## src/rtl/irq_ack_pkg.sv

```systemverilog
// Package: shared types for the interrupt acknowledge sequencer.
// Assumes: vector-kind codes are decoded by the fetch unit downstream.
package irq_ack_pkg;

    // Kind of vector selected on an accepted interrupt.
    typedef enum logic [1:0] {
        VSEL_NONE = 2'b00,
        VSEL_MASK = 2'b01,
        VSEL_TRAP = 2'b10
    } vsel_e;

    // Decision made for one instruction boundary.
    typedef struct packed {
        logic trap_take;
        logic mask_take;
    } take_t;

endpackage

```

## src/rtl/irq_edge_pend.sv

```systemverilog
// Module: irq_edge_pend
// Captures a selected edge of the external interrupt pin into a pending bit.
// Assumes: the pin is already synchronous to clk; software clears the bit.
module irq_edge_pend (
    input  logic clk,
    input  logic rst_n,
    input  logic pin_i,
    input  logic pol_i,
    input  logic clr_i,
    output logic pend_o
);

    logic pin_q;
    logic edge_hit;

    // Remember the previous pin level for edge detection.
    always_ff @(posedge clk) begin
        if (!rst_n) pin_q <= 1'b0;
        else        pin_q <= pin_i;
    end

    // Select rising (pol 0) or falling (pol 1) edge.
    always_comb begin
        if (pol_i) edge_hit = pin_q & ~pin_i;
        else       edge_hit = ~pin_q & pin_i;
    end

    // Pending bit: a new edge wins over a software clear.
    always_ff @(posedge clk) begin
        if (!rst_n)        pend_o <= 1'b0;
        else if (edge_hit) pend_o <= 1'b1;
        else if (clr_i)    pend_o <= 1'b0;
    end

endmodule

```

## src/rtl/irq_pend_bank.sv

```systemverilog
// Module: irq_pend_bank
// One pending bit per peripheral source, set by request pulses.
// Assumes: a repeated request on a set bit is absorbed, not counted.
module irq_pend_bank #(
    parameter int N = 3
) (
    input  logic         clk,
    input  logic         rst_n,
    input  logic [N-1:0] req_i,
    input  logic [N-1:0] clr_i,
    output logic [N-1:0] pend_o
);

    for (genvar k = 0; k < N; k++) begin : g_src
        // Per-source pending bit: request wins over clear.
        always_ff @(posedge clk) begin
            if (!rst_n)        pend_o[k] <= 1'b0;
            else if (req_i[k]) pend_o[k] <= 1'b1;
            else if (clr_i[k]) pend_o[k] <= 1'b0;
        end
    end

endmodule

```

## src/rtl/irq_arbiter.sv

```systemverilog
// Module: irq_arbiter
// Decides at an instruction boundary whether a trap or a maskable
// interrupt is accepted. Purely combinational.
// Assumes: trap_i is only meaningful together with done_i.
module irq_arbiter
    import irq_ack_pkg::*;
#(
    parameter int NSRC = 4
) (
    input  logic [NSRC-1:0] pend_i,
    input  logic [NSRC-1:0] en_i,
    input  logic            done_i,
    input  logic            trap_i,
    input  logic            gie_i,
    input  logic            isr_i,
    input  logic            intrap_i,
    input  logic            boot_i,
    output take_t           take_o
);

    logic any_req;
    logic mask_ok;

    // Any enabled pending source, and whether a maskable one may enter.
    always_comb begin
        any_req = |(pend_i & en_i);
        mask_ok = gie_i & ~isr_i & ~intrap_i & ~boot_i;
    end

    // Trap ranks first; at most one acceptance per boundary.
    always_comb begin
        take_o.trap_take = done_i & trap_i;
        take_o.mask_take = done_i & ~trap_i & mask_ok & any_req;
    end

endmodule

```

## src/rtl/irq_state.sv

```systemverilog
// Module: irq_state
// Holds the global enable, in-service and in-trap flags and registers
// the acknowledge outputs.
// Assumes: arbiter decisions are mutually exclusive.
module irq_state
    import irq_ack_pkg::*;
#(
    parameter int              ADDR_W   = 12,
    parameter logic [ADDR_W-1:0] MASK_VEC = 12'h0FF,
    parameter logic [ADDR_W-1:0] TRAP_VEC = 12'h0FE
) (
    input  logic              clk,
    input  logic              rst_n,
    input  take_t             take_i,
    input  logic              reti_i,
    input  logic              rpnd_i,
    input  logic              gie_wr_i,
    input  logic              gie_wdata_i,
    output logic              take_o,
    output vsel_e             vsel_o,
    output logic [ADDR_W-1:0] addr_o,
    output logic              gie_o,
    output logic              isr_o,
    output logic              intrap_o
);

    // Acknowledge pulse with the kind and entry address of the vector.
    always_ff @(posedge clk) begin
        if (!rst_n) begin
            take_o <= 1'b0;
            vsel_o <= VSEL_NONE;
            addr_o <= '0;
        end else if (take_i.trap_take) begin
            take_o <= 1'b1;
            vsel_o <= VSEL_TRAP;
            addr_o <= TRAP_VEC;
        end else if (take_i.mask_take) begin
            take_o <= 1'b1;
            vsel_o <= VSEL_MASK;
            addr_o <= MASK_VEC;
        end else begin
            take_o <= 1'b0;
            vsel_o <= VSEL_NONE;
            addr_o <= '0;
        end
    end

    // Global enable: acceptance clears, return sets, then software write.
    always_ff @(posedge clk) begin
        if (!rst_n)                 gie_o <= 1'b0;
        else if (take_i.mask_take)  gie_o <= 1'b0;
        else if (reti_i)            gie_o <= 1'b1;
        else if (gie_wr_i)          gie_o <= gie_wdata_i;
    end

    // Maskable routine in service: set on acceptance, cleared on return.
    always_ff @(posedge clk) begin
        if (!rst_n)                isr_o <= 1'b0;
        else if (take_i.mask_take) isr_o <= 1'b1;
        else if (reti_i)           isr_o <= 1'b0;
    end

    // Trap in progress: set on trap, cleared only by pending reset.
    always_ff @(posedge clk) begin
        if (!rst_n)                intrap_o <= 1'b0;
        else if (take_i.trap_take) intrap_o <= 1'b1;
        else if (rpnd_i)           intrap_o <= 1'b0;
    end

endmodule

```

## src/rtl/irq_ack_seq.sv

```systemverilog
// Module: irq_ack_seq (top)
// Interrupt acknowledge sequencer: pending capture, boundary arbitration
// between software trap and maskable sources, and enable/nesting state.
// Assumes: all inputs synchronous to clk; trap_i accompanies insn_done_i.
module irq_ack_seq
    import irq_ack_pkg::*;
#(
    parameter int                NUM_PER  = 3,
    parameter int                ADDR_W   = 12,
    parameter logic [ADDR_W-1:0] MASK_VEC = 12'h0FF,
    parameter logic [ADDR_W-1:0] TRAP_VEC = 12'h0FE
) (
    input  logic               clk,
    input  logic               rst_n,
    input  logic               insn_done_i,
    input  logic               trap_i,
    input  logic               reti_i,
    input  logic               rpnd_i,
    input  logic               gie_wr_i,
    input  logic               gie_wdata_i,
    input  logic               boot_i,
    input  logic               ext_pin_i,
    input  logic               ext_pol_i,
    input  logic               ext_en_i,
    input  logic               ext_clr_i,
    input  logic [NUM_PER-1:0] per_req_i,
    input  logic [NUM_PER-1:0] per_en_i,
    input  logic [NUM_PER-1:0] per_clr_i,
    output logic               take_o,
    output logic [1:0]         vec_sel_o,
    output logic [ADDR_W-1:0]  vec_addr_o,
    output logic               gie_o,
    output logic               in_isr_o,
    output logic               in_trap_o,
    output logic [NUM_PER:0]   pend_o
);

    localparam int NUM_SRC = NUM_PER + 1;

    logic               ext_pend;
    logic [NUM_PER-1:0] per_pend;
    logic [NUM_SRC-1:0] src_en;
    take_t              decide;
    vsel_e              vsel;

    // Gather pending bits and enables; pin is source 0.
    always_comb begin
        pend_o    = {per_pend, ext_pend};
        src_en    = {per_en_i, ext_en_i};
        vec_sel_o = vsel;
    end

    irq_edge_pend u_ext (
        .clk    (clk),
        .rst_n  (rst_n),
        .pin_i  (ext_pin_i),
        .pol_i  (ext_pol_i),
        .clr_i  (ext_clr_i),
        .pend_o (ext_pend)
    );

    irq_pend_bank #(.N(NUM_PER)) u_bank (
        .clk    (clk),
        .rst_n  (rst_n),
        .req_i  (per_req_i),
        .clr_i  (per_clr_i),
        .pend_o (per_pend)
    );

    irq_arbiter #(.NSRC(NUM_SRC)) u_arb (
        .pend_i   (pend_o),
        .en_i     (src_en),
        .done_i   (insn_done_i),
        .trap_i   (trap_i),
        .gie_i    (gie_o),
        .isr_i    (in_isr_o),
        .intrap_i (in_trap_o),
        .boot_i   (boot_i),
        .take_o   (decide)
    );

    irq_state #(
        .ADDR_W   (ADDR_W),
        .MASK_VEC (MASK_VEC),
        .TRAP_VEC (TRAP_VEC)
    ) u_state (
        .clk         (clk),
        .rst_n       (rst_n),
        .take_i      (decide),
        .reti_i      (reti_i),
        .rpnd_i      (rpnd_i),
        .gie_wr_i    (gie_wr_i),
        .gie_wdata_i (gie_wdata_i),
        .take_o      (take_o),
        .vsel_o      (vsel),
        .addr_o      (vec_addr_o),
        .gie_o       (gie_o),
        .isr_o       (in_isr_o),
        .intrap_o    (in_trap_o)
    );

endmodule

```

## config.mk

```make
export PLATFORM = sky130hd
export DESIGN_NAME = irq_ack_seq
export DESIGN_NICKNAME = d
export VERILOG_FILES = /design/src/rtl/irq_ack_pkg.sv /design/src/rtl/irq_edge_pend.sv /design/src/rtl/irq_pend_bank.sv /design/src/rtl/irq_arbiter.sv /design/src/rtl/irq_state.sv /design/src/rtl/irq_ack_seq.sv
export SDC_FILE = /design/constraint.sdc
export NUM_CORES = 1
export LEC_CHECK = 0
export BUFFER_PORTS_ARGS = -buffer_cell sky130_fd_sc_hd__buf_2
export CAP_MARGIN = 20
export CELL_PAD_IN_SITES_DETAIL_PLACEMENT = 0
export CELL_PAD_IN_SITES_GLOBAL_PLACEMENT = 1
export CORE_MARGIN = 2
export CORE_UTILIZATION = 25
export DETAILED_ROUTE_END_ITERATION = 8
export PLACE_DENSITY_LB_ADDON = 0.12
export SETUP_SLACK_MARGIN = 0.2
export SLEW_MARGIN = 20
export SYNTH_ARGS = -nofsm -noshare
export SYNTH_HDL_FRONTEND = slang
export SYNTH_SLANG_ARGS = --single-unit
```

## constraint.sdc

```tcl
create_clock -name clk -period 1.3 [get_ports clk]
set_input_delay 0 -clock clk [delete_from_list [all_inputs] [get_ports clk]]
set_output_delay 0 -clock clk [all_outputs]
set_load 0.03 [all_outputs]
```

==> flow_summary.ini, run 1 <==
[clock_tree]
clock_sinks = 11
clk_pin_slew_worst_paths_ns = 0.07
tritoncts = done
clock_root_buffer = sky130_fd_sc_hd__clkbuf_4
clock_latency_ns = 0.26
ctsLongestPathBuffers = 2
htree_levels = 1
cts_buffers = 3

[finish]
finish.instance_area_um2 = 779
nFillCells = 209
area_growth_pct = 47.3
most-common-layout-cells = sky130_fd_sc_hd__buf_2, sky130_fd_sc_hd__nor2b_1, sky130_fd_sc_hd__dlygate4sd3_1, sky130_fd_sc_hd__dfxtp_2
final_layout_size_suffix_gt1_share_pct = 61.4
multi_input_comb_area_um2 = 236
fin_cells = 115
final_common_cell = sky130_fd_sc_hd__buf_2
diodes = 0
final_net_count = 111
regArea_um2 = 234

[routing]
via_per_inst = 3.93
post-route-drc-count = 0
drt-total-wl_um = 1120
route.vias.total = 452
routed_wire_length_per_instance_um = 9.71
drt_first_pass_iters = 2
dr.first_iter.drc_count = 2
drtAntennaViolNets = 0

[sta]
worst_clock_skew_ns = 0.00312
timing.final.crit_share_pct = 83.8
final-hold-violation-count = 1
setup_viol = 0
hold_slack_ns = -0.0106
rsz0062_at_grt = yes
setup_tns_ns = 0
timing.final.crit_period_ns = 1.09
report.final.slew_viol_count = 0
achievable-frequency_mhz = 918

[global_routing]
grt_remaining_overflow = 0
grt_max_degree = 12
vias_in_the_first_global_route = 423
grt.total_usage_pct = 9.46
antenna_violations_before_repair = 0
first_pass_grt_wire_length_um = 1770

[power_and_ir_drop]
cellLeakagePower_uw = 0.000394
ir_worst_vdd_mv = 0.421
power.density_cell_area_nw_per_um2 = 1000

[floorplan]
number_of_ports_placed_on_the_die_boundary = 44
fp.dieArea_um2 = 2500
std_cell_rows = 16
core_um2 = 1980
vert_die_dim_um = 50.0
floorplan.initialDensity_pct = 26.7
die_width_um = 50.0

[yosys]
ys.warnings.count = 0
syn_area_per_cell_um2 = 10.4
synthesis.instances = 51
netlist_top_cells_area = sky130_fd_sc_hd__dfxtp_1, sky130_fd_sc_hd__buf_4, sky130_fd_sc_hd__nor2b_1
syn-cell-area_um2 = 529
synth_top_area_share_pct = 41.6
yosys.cell_types.count = 21
ys_seq_elements = 11
ys_seq_area_share_pct = 41.6
yosys.area.top_type = sky130_fd_sc_hd__dfxtp_1

[status]
violated_checks = negative hold slack
outcome = complete, but fails checks

[placement]
numPortBuffers = 39
place_congestion = 0.672
placed_cells = 106
placedInstanceArea_um2 = 681

[run]
drv_cap = 0

[critical_path]
cp.required_ns = 1.51
timing.critical_path.fanout_max = 4
cp.arrival_ns = 1.30
critical_path.endpoint_type = flop
worstSetupStartpointType = flop
timing.setup.critical_path_class = reg -> reg

[min_path]
hold_class = in -> reg
[area by class of cell]
| class | instances | share of cell area [%] |
|---|---|---|
| inverter | 1 | 0.482 |
| clock buffer | 4 | 3.37 |
| sequential | 11 | 30.0 |
| tap | 27 | 4.33 |
| timing repair buffer | 44 | 31.5 |
| multi-input combinational | 28 | 30.3 |
[metrics by stage]
stage	total power, uW	setup WS [ns]	hold slack (ns)	utilization (%)
2_1_floorplan	504	0.202	0.122	-
3_3_place_gp	544	0.237	0.216	34.3
4_1_cts	790	0.196	0.00646	38.5
5_1_grt	819	0.143	0.0154	39.3
6_report	781	0.211	-0.0106	39.3
3_5_place_dp	543	0.212	0.217	34.3
[synthesized netlist by cell type (all sizes together)]
library cell,instances
inv,1
buf,13
o21ai,1
conb,1
o31a,1
a21o,1
mux2,1
o21a,4
a22oi,2
dfxtp,11
nor3b,1
and3b,1
nor2,1
nor2b,5
and2,2
a31o,1
and3,1
clkbuf,1
nand4bb,1
a2111oi,1
[state kept, by name (all words and copies together) (netlist names)]
register          cells
u_bank.pend_o         3
u_state.vsel_o        2
u_ext.pend_o          1
u_ext.pin_q           1
u_state.gie_o         1
u_state.intrap_o      1
u_state.isr_o         1
u_state.take_o        1
[metal layers]
layer | share of wire (%) | track usage (%) | wire, um | vias to the layer above
met5 | 0 | 0 | 0 | -
met2 | 47 | 14.0 | 525 | 22
met4 | 0.98 | 6.94 | 11 | 0
met1 | 43 | 11.8 | 481 | 197
met3 | 8.9 | 2.12 | 99 | 2
li1 | - | - | - | 231
[critical path, cell delays in order, from the launching register on]
cell and delay (ns):
sky130_fd_sc_hd__dfxtp_2 0.34, sky130_fd_sc_hd__a22oi_2 0.09, sky130_fd_sc_hd__a2111oi_4 0.43, sky130_fd_sc_hd__o21a_1 0.17
[kinds of logic (layout without fill, tap and decap cells)]
logic type,count (synthesis),count (layout),synth area share [%]
flip-flops,11,11,41.6
multiplexers,1,1,2.13
other,1,4,0.709
buffers and inverters,15,49,19.9
AO/OA/AOI/OAI,11,11,20.3
AND/OR/NAND/NOR,12,12,15.4
[timing repair]
action	CTS	global route
buffers inserted	0	0
hold buffers	5	0
endpoints found under the setup margin	2	4
gates resized for setup	2	1
hold endpoints to repair	5	0
pin swaps	3	3
[path summary, 6_finish.rpt]
check        slack [ns]          endpoint        startpoint  depth (start not counted)
max                0.21     u_state.isr_o      u_ext.pend_o                          3
min               -0.01     u_state.gie_o            boot_i                          3
max reg2reg        0.21     u_state.isr_o      u_ext.pend_o                          3
min reg2reg        0.51  u_state.intrap_o  u_state.intrap_o                          1
[power by group]
part	switching [uW]	internal [uW]
clock	109	119
sequential	13.8	355
combinational	109	75.5
(Power assumes the default switching activity.)
==> run 2, diff against run 1 <==
clock period = 1.14 ns   (was 1.3 ns; I/O delays follow)
==> run 2 against run 1 <==
The flow now finishes without violations. Power is 13% higher. Combinational power up 15%. Via count down 5.8%. Sequential share of layout area grew 0.22 points. Final area rose by 0.32%. Critical path depth unchanged. Non-clock buffer count unchanged. First-iteration DRC count shrank 100%. Clock power is 9.6% higher. Critical path type unchanged.
==> flow_summary.ini, run 2 (same netlist as run 1, synthesis figures left out) <==
[status]
outcome = finished clean

[placement]
place_congestion = 0.657
placed_cells = 106
placedInstanceArea_um2 = 704
numPortBuffers = 39

[floorplan]
vert_die_dim_um = 50.0
fp.dieArea_um2 = 2500
die_width_um = 50.0
core_um2 = 1980
floorplan.initialDensity_pct = 26.7
number_of_ports_placed_on_the_die_boundary = 44
std_cell_rows = 16

[sta]
timing.final.crit_period_ns = 1.09
setup_tns_ns = 0
final-hold-violation-count = 0
setup_viol = 0
timing.final.crit_share_pct = 95.8
achievable-frequency_mhz = 916
worst_clock_skew_ns = 0.00281
rsz0062_at_grt = yes
hold_slack_ns = 0.0395
report.final.slew_viol_count = 0

[routing]
route.vias.total = 426
via_per_inst = 3.70
drt_first_pass_iters = 1
routed_wire_length_per_instance_um = 9.97
drt-total-wl_um = 1150
post-route-drc-count = 0
dr.first_iter.drc_count = 0
drtAntennaViolNets = 0

[critical_path]
timing.setup.critical_path_class = reg -> reg
timing.critical_path.fanout_max = 4
worstSetupStartpointType = flop
worst_r2r_endpoint = u_state.isr_o
cp.required_ns = 1.34
cp_num_buf_inv = 0
regToRegStartpoint = u_bank.pend_o[1]
largest_delay_share_family_worst_path = compound AO/OA/AOI/OAI gates
critical_path.endpoint_type = flop
crit_path_max_incr_delay_ns = 0.44
worst_setup_path_startpoint = u_bank.pend_o[1]
rrSetupSlack_ns = 0.05
ff2ff_path_depth = 3
critPathSlowestCell = sky130_fd_sc_hd__a2111oi_4
cp.arrival_ns = 1.29
critical_path_cell_by_cell = a22oi_2 > a2111oi_4 > o21a_1

[clock_tree]
clock_root_buffer = sky130_fd_sc_hd__clkbuf_4
clock_sinks = 11
ctsLongestPathBuffers = 2
htree_levels = 1
clock_latency_ns = 0.26
cts_buffers = 3
tritoncts = done
clk_pin_slew_worst_paths_ns = 0.07

[power_and_ir_drop]
power.density_cell_area_nw_per_um2 = 1130
ir_worst_vdd_mv = 0.660
fin_total_pwr_uw = 881
cellLeakagePower_uw = 0.000396

[finish]
largest_register_ff_count = 3
final_layout_size_suffix_gt1_share_pct = 62.5
finish.instance_area_um2 = 782
final_common_cell = sky130_fd_sc_hd__buf_2
final_net_count = 111
area_growth_pct = 47.8
diodes = 0
largest-register = u_bank.pend_o
most-common-layout-cells = sky130_fd_sc_hd__buf_2, sky130_fd_sc_hd__nor2b_1
top_regs = u_bank.pend_o x3, u_state.vsel_o x2
nFillCells = 213
fin_cells = 115

[min_path]
hp-start = rpnd_i
timing.hold.worst_path_depth = 3
whs_endpoint = u_state.intrap_o
hold_class = in -> reg

[global_routing]
grt.total_usage_pct = 9.32
grt_max_degree = 12
first_pass_grt_wire_length_um = 1730
antenna_violations_before_repair = 0
grt_remaining_overflow = 0
vias_in_the_first_global_route = 377

[run]
drv_cap = 0
==> run 2: how the worst max path moves through the flow <==
stage / end / slack [ns] / depth (start not counted)
after global routing: u_state.isr_o / -0.03 / 3
final: u_state.isr_o / 0.05 / 3
after detailed placement: u_state.gie_o / 0.007 / 3
after global placement: u_state.vsel_o[0] / 0.04 / 3
after CTS: u_state.isr_o / 0.03 / 3
after floorplan: u_state.vsel_o[0] / 0.07 / 3
==> run 2: metrics by stage <==
step                utilization (%)  worst slack (ns)
floorplan                         -            0.0670
global placement               35.5            0.0439
detailed placement             35.5           0.00727
CTS                            38.9            0.0306
global route                   39.5           -0.0265
finish                         39.5            0.0484
==> run 2: area by class of cell <==
type | count | area, um2 | area share, %
Multi-Input combinational cell | 28 | 236 | 30.2
Tap cell | 27 | 33.8 | 4.32
Clock buffer | 4 | 26.3 | 3.36
Inverter | 1 | 3.75 | 0.480
Timing Repair Buffer | 44 | 245 | 31.4
Sequential cell | 11 | 236 | 30.2
==> run 2: tightest hold or removal path: stages <==
cell	delay (ns)
sky130_fd_sc_hd__buf_2	0.10
sky130_fd_sc_hd__inv_1	0.04
sky130_fd_sc_hd__a31o_2	0.13
==> run 2: what timing repair did <==
item                                    CTS  global route
endpoints found under the hold margin     4             0
gates cloned                              0             0
pin swaps                                 3             0
setup buffers                             0             1
gates resized for setup                   0             2
hold buffers                              4             0
endpoints found under the setup margin    4            12
==> run 2: per-layer routing <==
metal / vias to the layer above / global-route usage [%] / part of all wire, %
met5: - / 0 / 0
met4: 0 / 2.78 / 0
met3: 0 / 5.15 / 7.1
met2: 19 / 14.0 / 44
met1: 175 / 11.2 / 49
li1: 232 / - / -
==> run 2: power breakdown <==
group          switching, uW  total, uW  internal, uW
Sequential              16.4        420           404
Combinational            124        211          86.7
Clock                    115        250           135
Total                    256        881           625
==> run 3, diff against run 2 <==
BUFFER_PORTS_ARGS = -buffer_cell sky130_fd_sc_hd__clkbuf_2   (was -buffer_cell sky130_fd_sc_hd__buf_2)
==> run 3 against run 2 <==
Global-route usage rose by 0.20 points. Clock-buffer cell count unchanged. First-iteration DRC count grew 9. Cell count did not move. Via count is 6.1% higher. Wire length fell by 4.5%. Register-to-register slack improved by 0.02 ns. Die area unchanged. Flip-flop and latch count stayed put. Maximum frequency grew 2.2%. Combinational power is essentially flat. Non-clock buffer count is the same. Critical path type unchanged. Largest cell class unchanged.
==> flow_summary.ini, run 3 (same netlist as run 1, synthesis figures left out) <==
[status]
outcome = finished clean

[critical_path]
critPathSlowestCell = sky130_fd_sc_hd__a2111oi_4
cp.arrival_ns = 1.27
worstSetupStartpointType = flop
critical_path_cell_by_cell = a22oi_2 > a2111oi_4 > and2_1
crit_path_max_incr_delay_ns = 0.42
timing.critical_path.fanout_max = 4
critical_path.endpoint_type = flop
cp.required_ns = 1.35
timing.setup.critical_path_class = reg -> reg

[routing]
dr.first_iter.drc_count = 9
drt-total-wl_um = 1100
drtAntennaViolNets = 0
via_per_inst = 3.93
drt_first_pass_iters = 4
post-route-drc-count = 0
routed_wire_length_per_instance_um = 9.52
route.vias.total = 452

[clock_tree]
ctsLongestPathBuffers = 2
tritoncts = done
clock_root_buffer = sky130_fd_sc_hd__clkbuf_4
htree_levels = 1
cts_buffers = 3
clock_sinks = 11
clk_pin_slew_worst_paths_ns = 0.07
clock_latency_ns = 0.26

[finish]
nFillCells = 211
final_net_count = 111
multi_input_comb_area_um2 = 236
final_layout_size_suffix_gt1_share_pct = 63.6
most-common-layout-cells = sky130_fd_sc_hd__clkbuf_2, sky130_fd_sc_hd__nor2b_1, sky130_fd_sc_hd__dfxtp_2
final_common_cell = sky130_fd_sc_hd__clkbuf_2
finish.instance_area_um2 = 783
diodes = 0
fin_cells = 115
area_growth_pct = 48.0
regArea_um2 = 238
largest_register_ff_count = 3
top_regs = u_bank.pend_o x3, u_state.vsel_o x2
largest-register = u_bank.pend_o

[global_routing]
first_pass_grt_wire_length_um = 1750
grt_remaining_overflow = 0
vias_in_the_first_global_route = 393
grt_max_degree = 12
grt.total_usage_pct = 9.52
antenna_violations_before_repair = 0

[sta]
rsz0062_at_grt = yes
achievable-frequency_mhz = 936
setup_slack_ns = 0.0716
worst_clock_skew_ns = 0.00418
final-hold-violation-count = 0
report.final.slew_viol_count = 0
timing.final.crit_period_ns = 1.07
timing.final.crit_share_pct = 93.7
setup_viol = 0

[power_and_ir_drop]
design_internal_power_uw = 626
fin_total_pwr_uw = 888
sequentialPowerShare_pct = 47.4
switching_share_pct = 29.6
cellLeakagePower_uw = 0.000390
share_clk_of_total_power_pct = 28.9
switching_power_uw = 263
power_frac_comb_pct = 23.8
power.density_cell_area_nw_per_um2 = 1130
ir_worst_vdd_mv = 0.718

[floorplan]
vert_die_dim_um = 50.0
number_of_ports_placed_on_the_die_boundary = 44
core_um2 = 1980
floorplan.initialDensity_pct = 26.7
die_width_um = 50.0
std_cell_rows = 16
fp.dieArea_um2 = 2500

[placement]
place_congestion = 0.655
placedInstanceArea_um2 = 704
preCtsSetupSlack_ns = 0.0260
numPortBuffers = 39
placed_cells = 106

[min_path]
hold_class = in -> reg

[run]
drv_cap = 0
-- run 3: cell count changes in the layout (fill, tap and decap cells not counted) --
cell	delta
sky130_fd_sc_hd__clkbuf_2	+36
sky130_fd_sc_hd__dfxtp_1	-1
sky130_fd_sc_hd__dfxtp_2	+1
sky130_fd_sc_hd__buf_2	-36
-- run 3: layout make-up --
type / count / area share (%)
Inverter: 1 / 0.479
Clock buffer: 4 / 3.35
Multi-Input combinational cell: 28 / 30.2
Timing Repair Buffer: 44 / 31.3
Tap cell: 27 / 4.31
Sequential cell: 11 / 30.4
-- run 3: repair_timing --
action / CTS / global route
hold buffers: 4 / 0
pin swaps: 2 / 2
buffers inserted: 1 / 0
gates resized for setup: 2 / 3
cloned: 0 / 0
endpoints found under the setup margin: 12 / 6
endpoints found under the hold margin: 4 / 0
-- run 3: metal layers --
metal	GRT usage, %	vias to the layer above	wire length (um)
met5	0	-	0
met4	2.78	0	0
met3	4.85	0	99
met2	15.1	21	517
met1	11.1	201	478
li1	-	230	-
-- run 3: through the flow --
step	hold WS, ns	util (%)	TNS (ns)
after global placement	0.220	35.5	0
after CTS	0.00570	39.5	0
after detailed placement	0.220	35.5	0
final	0.0117	39.5	0
after floorplan	0.122	-	0
after global routing	0.0173	39.5	-0.000428
-- run 3: power groups by stage --
stage | logic, uW | clock network, uW | registers, uW
global placement | 198 | 0 | 429
global route | 227 | 290 | 424
floorplan | 122 | 0 | 458
detailed placement | 198 | 0 | 430
finish | 211 | 256 | 421
CTS | 214 | 268 | 421
-- run 3: critical path: cells and delay by family (launching register included) --
kind	cells	cell delay, ns
AND/OR/NAND/NOR	1	0.17
AO/OA/AOI/OAI	2	0.50
flip-flops	1	0.34
-- run 3: path summary, 6_finish.rpt --
path / slack [ns] / from / to / cells past startpoint
min reg2reg: 0.50 / u_state.intrap_o / u_state.intrap_o / 1
max reg2reg: 0.07 / u_bank.pend_o[1] / u_state.vsel_o[0] / 3
max: 0.07 / u_bank.pend_o[1] / u_state.vsel_o[0] / 3
min: 0.01 / rpnd_i / u_state.intrap_o / 3
